### src/rtl/pdw_pkg.sv
package pdw_pkg;

   typedef enum logic [2:0] {
      PH_IDLE,
      PH_GATE_CRS,
      PH_GATE_FIN,
      PH_ANA_CRS,
      PH_ANA_FIN,
      PH_FINE_SUM,
      PH_RENORM_CRS,
      PH_RENORM_FIN
   } pdw_phase_e;

   localparam int unsigned PDW_DIVS = 7;

endpackage

### src/rtl/pdw_restoring_div.sv
module pdw_restoring_div #(
   parameter int unsigned W = 32
) (
   input  logic         clk,
   input  logic         rst_n,
   input  logic         start,
   input  logic [W-1:0] dividend,
   input  logic [W-1:0] divisor,
   output logic [W-1:0] quotient,
   output logic [W-1:0] remainder,
   output logic         done
);
   localparam int unsigned CW = $clog2(W + 1);

   logic [W-1:0]  rem_q, quo_q, dvs_q, dvd_q;
   logic [CW-1:0] cnt_q;
   logic          done_q;
   logic [W:0]    part, diff;
   logic          fits;

   always_comb begin
      part = {rem_q, quo_q[W-1]};
      diff = part - {1'b0, dvs_q};
      fits = part >= {1'b0, dvs_q};
   end

   always_ff @(posedge clk or negedge rst_n) begin
      if (!rst_n) begin
         rem_q  <= '0;
         quo_q  <= '0;
         dvs_q  <= '0;
         dvd_q  <= '0;
         cnt_q  <= '0;
         done_q <= 1'b0;
      end else begin
         done_q <= 1'b0;
         if (start) begin
            rem_q <= '0;
            quo_q <= dividend;
            dvs_q <= divisor;
            dvd_q <= dividend;
            cnt_q <= CW'(W);
         end else if (cnt_q != '0) begin
            rem_q <= fits ? diff[W-1:0] : part[W-1:0];
            quo_q <= {quo_q[W-2:0], fits};
            cnt_q <= cnt_q - 1'b1;
            if (cnt_q == CW'(1)) done_q <= 1'b1;
         end
      end
   end

   assign quotient  = quo_q;
   assign remainder = rem_q;
   assign done      = done_q;


   div_identity_chk: assert property (@(posedge clk) disable iff (!rst_n)
      (done_q && dvs_q != '0) |-> (quo_q * dvs_q + rem_q == dvd_q));


   div_rem_bound_chk: assert property (@(posedge clk) disable iff (!rst_n)
      (done_q && dvs_q != '0) |-> (rem_q < dvs_q));

endmodule

### src/rtl/pdw_packer.sv
module pdw_packer #(
   parameter int unsigned W           = 32,
   parameter int unsigned FINE_LIMIT  = 22,
   parameter int unsigned CRS_SHIFT   = 5,
   parameter logic [W-1:0] BASE_WORD  = W'(32'h29400)
) (
   input  logic [W-1:0] crs_sum,
   input  logic [W-1:0] fin_sum,
   input  logic [W-1:0] crs_ren,
   input  logic [W-1:0] fin_ren,
   input  logic         bad_div,
   output logic [W-1:0] word
);
   logic         spill;
   logic [W-1:0] crs_sel, fin_sel;

   always_comb begin
      spill   = fin_sum > W'(FINE_LIMIT);
      crs_sel = spill ? crs_ren : crs_sum;
      fin_sel = spill ? fin_ren : fin_sum;
      word    = bad_div ? '0 : ((BASE_WORD ^ (crs_sel << CRS_SHIFT)) + fin_sel);
   end

endmodule

### src/rtl/pad_delay_word_calc.sv
module pad_delay_word_calc
   import pdw_pkg::*;
#(
   parameter int unsigned  W            = 32,
   parameter int unsigned  GATE_CRS_PS  = 920,
   parameter int unsigned  GATE_FIN_PS  = 60,
   parameter int unsigned  FINE_SCALE   = 10,
   parameter int unsigned  FINE_LIMIT   = 22,
   parameter int unsigned  CRS_SHIFT    = 5,
   parameter logic [W-1:0] BASE_WORD    = W'(32'h29400)
) (
   input  logic         clk,
   input  logic         rst_n,
   input  logic         req_valid,
   output logic         req_ready,
   input  logic [W-1:0] req_analog_ps,
   input  logic [W-1:0] req_gate_ps,
   input  logic [W-1:0] req_coarse_ps,
   input  logic [W-1:0] req_fine_ps,
   output logic         rsp_valid,
   output logic [W-1:0] rsp_word,
   output logic         rsp_err
);
   localparam int unsigned  LAT   = PDW_DIVS * (W + 1);
   localparam logic [W-1:0] SCALE = W'(FINE_SCALE);

   generate
      if (W < 18) begin : g_width_bad
         $error("pad_delay_word_calc: W must hold the base word");
      end
      if (GATE_CRS_PS == 0 || GATE_FIN_PS == 0 || FINE_SCALE == 0) begin : g_const_bad
         $error("pad_delay_word_calc: fixed divisors must be nonzero");
      end
   endgenerate

   pdw_phase_e   ph_q;
   logic [W-1:0] ana_q, crsd_q, find_q;
   logic [W-1:0] crs_q, gfin_q, fin_q, rcrs_q;
   logic         err_q, accept;
   logic         rsp_valid_q, rsp_err_q;
   logic [W-1:0] rsp_word_q;

   logic         dv_start, dv_done;
   logic [W-1:0] dv_num, dv_den, dv_quo, dv_rem;
   logic [W-1:0] total, pk_word;

   assign req_ready = (ph_q == PH_IDLE);
   assign accept    = req_valid && req_ready;
   assign total     = crs_q * crsd_q + dv_quo * find_q;

   always_comb begin
      dv_start = dv_done && (ph_q != PH_RENORM_FIN) && (ph_q != PH_IDLE);
      dv_num   = '0;
      dv_den   = '0;
      unique case (ph_q)
         PH_IDLE: begin
            dv_start = accept;
            dv_num   = req_gate_ps;
            dv_den   = W'(GATE_CRS_PS);
         end
         PH_GATE_CRS:   begin dv_num = dv_rem * SCALE;   dv_den = W'(GATE_FIN_PS); end
         PH_GATE_FIN:   begin dv_num = ana_q;            dv_den = crsd_q;          end
         PH_ANA_CRS:    begin dv_num = dv_rem * SCALE;   dv_den = find_q;          end
         PH_ANA_FIN:    begin dv_num = gfin_q + dv_quo;  dv_den = SCALE;           end
         PH_FINE_SUM:   begin dv_num = total;            dv_den = crsd_q;          end
         PH_RENORM_CRS: begin dv_num = dv_rem;           dv_den = find_q;          end
         default:       begin dv_num = '0;               dv_den = '0;              end
      endcase
   end

   pdw_restoring_div #(.W(W)) u_div (
      .clk       (clk),
      .rst_n     (rst_n),
      .start     (dv_start),
      .dividend  (dv_num),
      .divisor   (dv_den),
      .quotient  (dv_quo),
      .remainder (dv_rem),
      .done      (dv_done)
   );

   pdw_packer #(
      .W          (W),
      .FINE_LIMIT (FINE_LIMIT),
      .CRS_SHIFT  (CRS_SHIFT),
      .BASE_WORD  (BASE_WORD)
   ) u_pack (
      .crs_sum (crs_q),
      .fin_sum (fin_q),
      .crs_ren (rcrs_q),
      .fin_ren (dv_quo),
      .bad_div (err_q),
      .word    (pk_word)
   );

   always_ff @(posedge clk or negedge rst_n) begin
      if (!rst_n) begin
         ph_q        <= PH_IDLE;
         ana_q       <= '0;
         crsd_q      <= '0;
         find_q      <= '0;
         crs_q       <= '0;
         gfin_q      <= '0;
         fin_q       <= '0;
         rcrs_q      <= '0;
         err_q       <= 1'b0;
         rsp_valid_q <= 1'b0;
         rsp_word_q  <= '0;
         rsp_err_q   <= 1'b0;
      end else begin
         rsp_valid_q <= 1'b0;
         if (ph_q == PH_IDLE) begin
            if (accept) begin
               ana_q  <= req_analog_ps;
               crsd_q <= req_coarse_ps;
               find_q <= req_fine_ps;
               err_q  <= (req_coarse_ps == '0) || (req_fine_ps == '0);
               ph_q   <= PH_GATE_CRS;
            end
         end else if (dv_done) begin
            unique case (ph_q)
               PH_GATE_CRS:   begin crs_q  <= dv_quo;         ph_q <= PH_GATE_FIN;   end
               PH_GATE_FIN:   begin gfin_q <= dv_quo;         ph_q <= PH_ANA_CRS;    end
               PH_ANA_CRS:    begin crs_q  <= crs_q + dv_quo; ph_q <= PH_ANA_FIN;    end
               PH_ANA_FIN:    begin                           ph_q <= PH_FINE_SUM;   end
               PH_FINE_SUM:   begin fin_q  <= dv_quo;         ph_q <= PH_RENORM_CRS; end
               PH_RENORM_CRS: begin rcrs_q <= dv_quo;         ph_q <= PH_RENORM_FIN; end
               default: begin
                  rsp_valid_q <= 1'b1;
                  rsp_word_q  <= pk_word;
                  rsp_err_q   <= err_q;
                  ph_q        <= PH_IDLE;
               end
            endcase
         end
      end
   end

   assign rsp_valid = rsp_valid_q;
   assign rsp_word  = rsp_word_q;
   assign rsp_err   = rsp_err_q;

   logic [15:0] lat_q;
   always_ff @(posedge clk or negedge rst_n) begin
      if (!rst_n)          lat_q <= '0;
      else if (accept)     lat_q <= '0;
      else if (!req_ready) lat_q <= lat_q + 1'b1;
   end


   rsp_latency_chk: assert property (@(posedge clk) disable iff (!rst_n)
      rsp_valid |-> (lat_q == 16'(LAT)));


   rsp_pulse_chk: assert property (@(posedge clk) disable iff (!rst_n)
      rsp_valid |=> !rsp_valid);


   busy_after_accept_chk: assert property (@(posedge clk) disable iff (!rst_n)
      accept |=> !req_ready);


   err_zero_word_chk: assert property (@(posedge clk) disable iff (!rst_n)
      (rsp_valid && rsp_err) |-> (rsp_word == '0));


   ready_with_rsp_chk: assert property (@(posedge clk) disable iff (!rst_n)
      rsp_valid |-> req_ready);

endmodule

### config.mk
export PLATFORM = sky130hd
export DESIGN_NAME = pad_delay_word_calc
export DESIGN_NICKNAME = d
export VERILOG_FILES = /design/src/rtl/pdw_pkg.sv /design/src/rtl/pdw_restoring_div.sv /design/src/rtl/pdw_packer.sv /design/src/rtl/pad_delay_word_calc.sv
export SDC_FILE = /design/constraint.sdc
export NUM_CORES = 2
export LEC_CHECK = 0
export BUFFER_PORTS_ARGS = -buffer_cell sky130_fd_sc_hd__buf_4
export CORE_MARGIN = 5
export CORE_UTILIZATION = 60
export DETAILED_ROUTE_END_ITERATION = 6
export GPL_ROUTABILITY_DRIVEN = 0
export HOLD_SLACK_MARGIN = 0.03
export PLACE_DENSITY = 0.86
export REMOVE_ABC_BUFFERS = 1
export SLEW_MARGIN = 25
export SYNTH_ARGS = -nofsm -noshare
export SYNTH_HDL_FRONTEND = slang
export SYNTH_SLANG_ARGS = --single-unit
### constraint.sdc
create_clock -name clk -period 9.66 [get_ports clk]
set_input_delay 0 -clock clk [delete_from_list [all_inputs] [get_ports clk]]
set_output_delay 0 -clock clk [all_outputs]
set_load 0.02 [all_outputs]
==> flow_summary.ini <==
[grt]
grt-ovfl-total = 0
globalRouteTotalUtil = 0.408
grt_pass1_vias = 52100
grt_pass1_wl_mm = 308
antenna_found_initial = 26
grt_max_degree = 165

[critical_path]
end_kind = flop
worstPathMaxFanout = 12
timing.rr.start = crs_q[8]
timing.rr.end = u_div.quotient[17]
critical_path.most_common_cell = fa_1
critical-path-max-stage-delay_ns = 0.88
critPathKind = flop to flop
rrSetupSlack_ns = 0.14
rr_worst_depth = 26
required_ns = 10.10
startpoint_type = flop
arrival_ns = 9.97
slowest_stage = dfrtp_1

[timing]
timing.final.crit_share = 0.986
tightest_slew_ns = 1.17
finalSetupViolCount = 0
setup_tns_ns = 0
grt_setup_unrepaired = no
finalHoldViolations = 0
slew_viol_final = 0
fin_crit_ns = 9.52
hold_ws_ns = 0.156
fin_skew_ns = 0.0252
slew_headroom = 0.220
fmax_ghz = 0.105

[die]
num_io_pins = 166
initial_core_util = 0.604
rows = 112
coreArea_um2 = 93300
die_y_um = 317
die-area_um2 = 100000
die_x_um = 317

[cts]
cts.clk_slew.worst_paths_ns = 0.07
cts-root-buf = clkbuf_16
cts_tree = built
numClockSinks = 360
clock_path_buffers = 3
clk_latency_ns = 0.63
ctsHtreeMaxLevel = 2
cts-buffers-inserted = 42

[logic_synthesis]
synth_top_family_by_area = adder cells
muxShareOfSynthArea = 0.0538
synthCells = 6138
netlist_area_um2 = 56400
ys_ff_latch = 360
synth_compound_area_frac = 0.0948
synth_edf_count = 0
synthFlopType = dfrtp_1
synthXorXnorAreaFrac = 0.0428
yosys.cell_types.count = 90
seq_area_frac_synth = 0.160
synth.avg_cell_area_um2 = 9.19
synth_fa_ha_area_frac = 0.407
synthArstFlopShare = 1.00
yosys_warnings = 0
synthSimpleGateAreaFrac = 0.151

[cells_and_area]
final_common_cell = inv_1
final_cell_area_um2 = 61700
drive_gt1_frac = 0.104
post-route-util = 0.661
finalNetCount = 7691
layout_common_cells = 1,014 x inv_1, 875 x fa_1, 764 x nand2_1
areaGrowthSynthToFinish_pct = 9.39

[power_and_ir_drop]
leakage_uw = 0.0316
ir_drop_mv = 0.210
p_per_area_nw_per_um2 = 55.2
finalPower_uw = 3410

[min_path]
min_from = req_fine_ps[15]
min_path_type = input port to flop
whs_path_depth = 3
holdPathEnd = find_q[15]

[route]
ant_nets = 0
detail_route.vias_per_cell = 6.47
first_pass_iters = 7
drt_iter0_markers = 6943
vias = 49000
drt-wirelength-per-cell_um = 26.5
wl_mm = 201
route.detailed.drc = 327

[status]
failed_checks = design-rule violations
outcome = complete, but fails checks

[run]
maxCapViolations = 0

[place]
dp_hpwl_mm = 147
port_buffers = 165
place_area_um2 = 59000
stage by stage:
stage,cells,worst slack [ns]
finish,7566,0.138
global route,7540,0.00466
CTS,7536,0.510
detailed placement,7356,0.542
global placement,7356,0.798
floorplan,5795,1.48
kinds of logic after synthesis:
| logic type | after synthesis |
|---|---|
| flip-flops | 360 |
| AND/OR/NAND/NOR | 1739 |
| AO/OA/AOI/OAI | 825 |
| buffers and inverters | 1358 |
| XOR/XNOR | 274 |
| adder cells (fa/ha/maj) | 1308 |
| multiplexers | 274 |
cell type report:
class / count / area [µm²]
Tap cell: 1254 / 1570
Clock inverter: 24 / 277
Multi-Input combinational cell: 4420 / 42300
Fill cell: 6694 / 31700
Sequential cell: 360 / 9020
Timing Repair Buffer: 413 / 3460
Inverter: 1015 / 3810
Antenna cell: 28 / 70.1
Clock buffer: 52 / 1170
Yosys cell counts, types with 28 or more instances:
cell      instances  share of area
a211oi_1         40         0.0053
nand2b_1         31         0.0034
mux2_2          203          0.041
xnor2_1         204          0.032
nand2_1         765          0.051
ha_1            433          0.096
nor2_1          169          0.011
fa_1            875           0.31
a221oi_1         40         0.0062
o21ai_0         174          0.015
nor3_1           28         0.0025
xor2_1           69          0.011
o21a_1           32         0.0043
a31oi_1          49         0.0054
and2_1          562          0.062
a21o_1           77          0.010
a21oi_1         234          0.021
clkbuf_1        319          0.021
nor4_1           28         0.0031
inv_1          1014          0.068
nor2b_1          48         0.0053
nand3_1          33         0.0029
mux2i_1          68          0.012
dfrtp_1         360           0.16
worst max-delay path by stage:
stage / startpoint / endpoint / slack [ns]
2_1_floorplan: crsd_q[1] / u_div.quotient[22] / 1.48
3_3_place_gp: crs_q[8] / u_div.quotient[17] / 0.80
3_5_place_dp: crsd_q[1] / u_div.quotient[25] / 0.54
4_1_cts: crs_q[8] / u_div.quotient[17] / 0.51
5_1_grt: crs_q[8] / u_div.quotient[17] / 0.005
6_report: crs_q[8] / u_div.quotient[17] / 0.14
worst max-delay path: cells and delay by family, from the launching register on:
family	cells	cell delay (ns)
adder cells (fa/ha/maj)	11	5.13
AO/OA/AOI/OAI	7	1.70
AND/OR/NAND/NOR	3	0.90
flip-flops	1	0.88
buffers and inverters	4	0.47
XOR/XNOR	1	0.25
flip-flops by register name (all words and copies together), names as in the netlist:
name / cells
ana_q: 32
crs_q: 32
crsd_q: 32
err_q: 1
fin_q: 32
find_q: 32
gfin_q: 32
ph_q: 3
rcrs_q: 27
rsp_err: 1
rsp_valid: 1
rsp_word: 32
u_div.cnt_q: 6
u_div.done: 1
u_div.dvs_q: 32
u_div.quotient: 32
u_div.remainder: 32
power breakdown:
| part | total, µW | internal (µW) | leakage (µW) | switching, µW |
|---|---|---|---|---|
| Combinational | 127 | 66.5 | 0.0260 | 60.8 |
| Clock | 1770 | 982 | 0.000714 | 790 |
| Sequential | 1510 | 1510 | 0.00486 | 0 |
| Total | 3410 | 2560 | 0.0316 | 850 |
routing by layer:
| metal | vias up | track usage | part of all wire |
|---|---|---|---|
| li1 | 19600 | - | - |
| met1 | 23500 | 0.458 | 0.31 |
| met2 | 4273 | 0.592 | 0.42 |
| met3 | 1615 | 0.163 | 0.15 |
| met4 | 10 | 0.380 | 0.13 |
| met5 | - | 0 | 0.00032 |
repair_timing:
item | 4_1_cts | 5_1_grt
hold buffers | 104 | 0
gates resized for setup | 0 | 0
endpoints found under the hold margin | 160 | 0
buffers inserted | 0 | 0
Note: power is estimated with default switching activity, not from simulation.
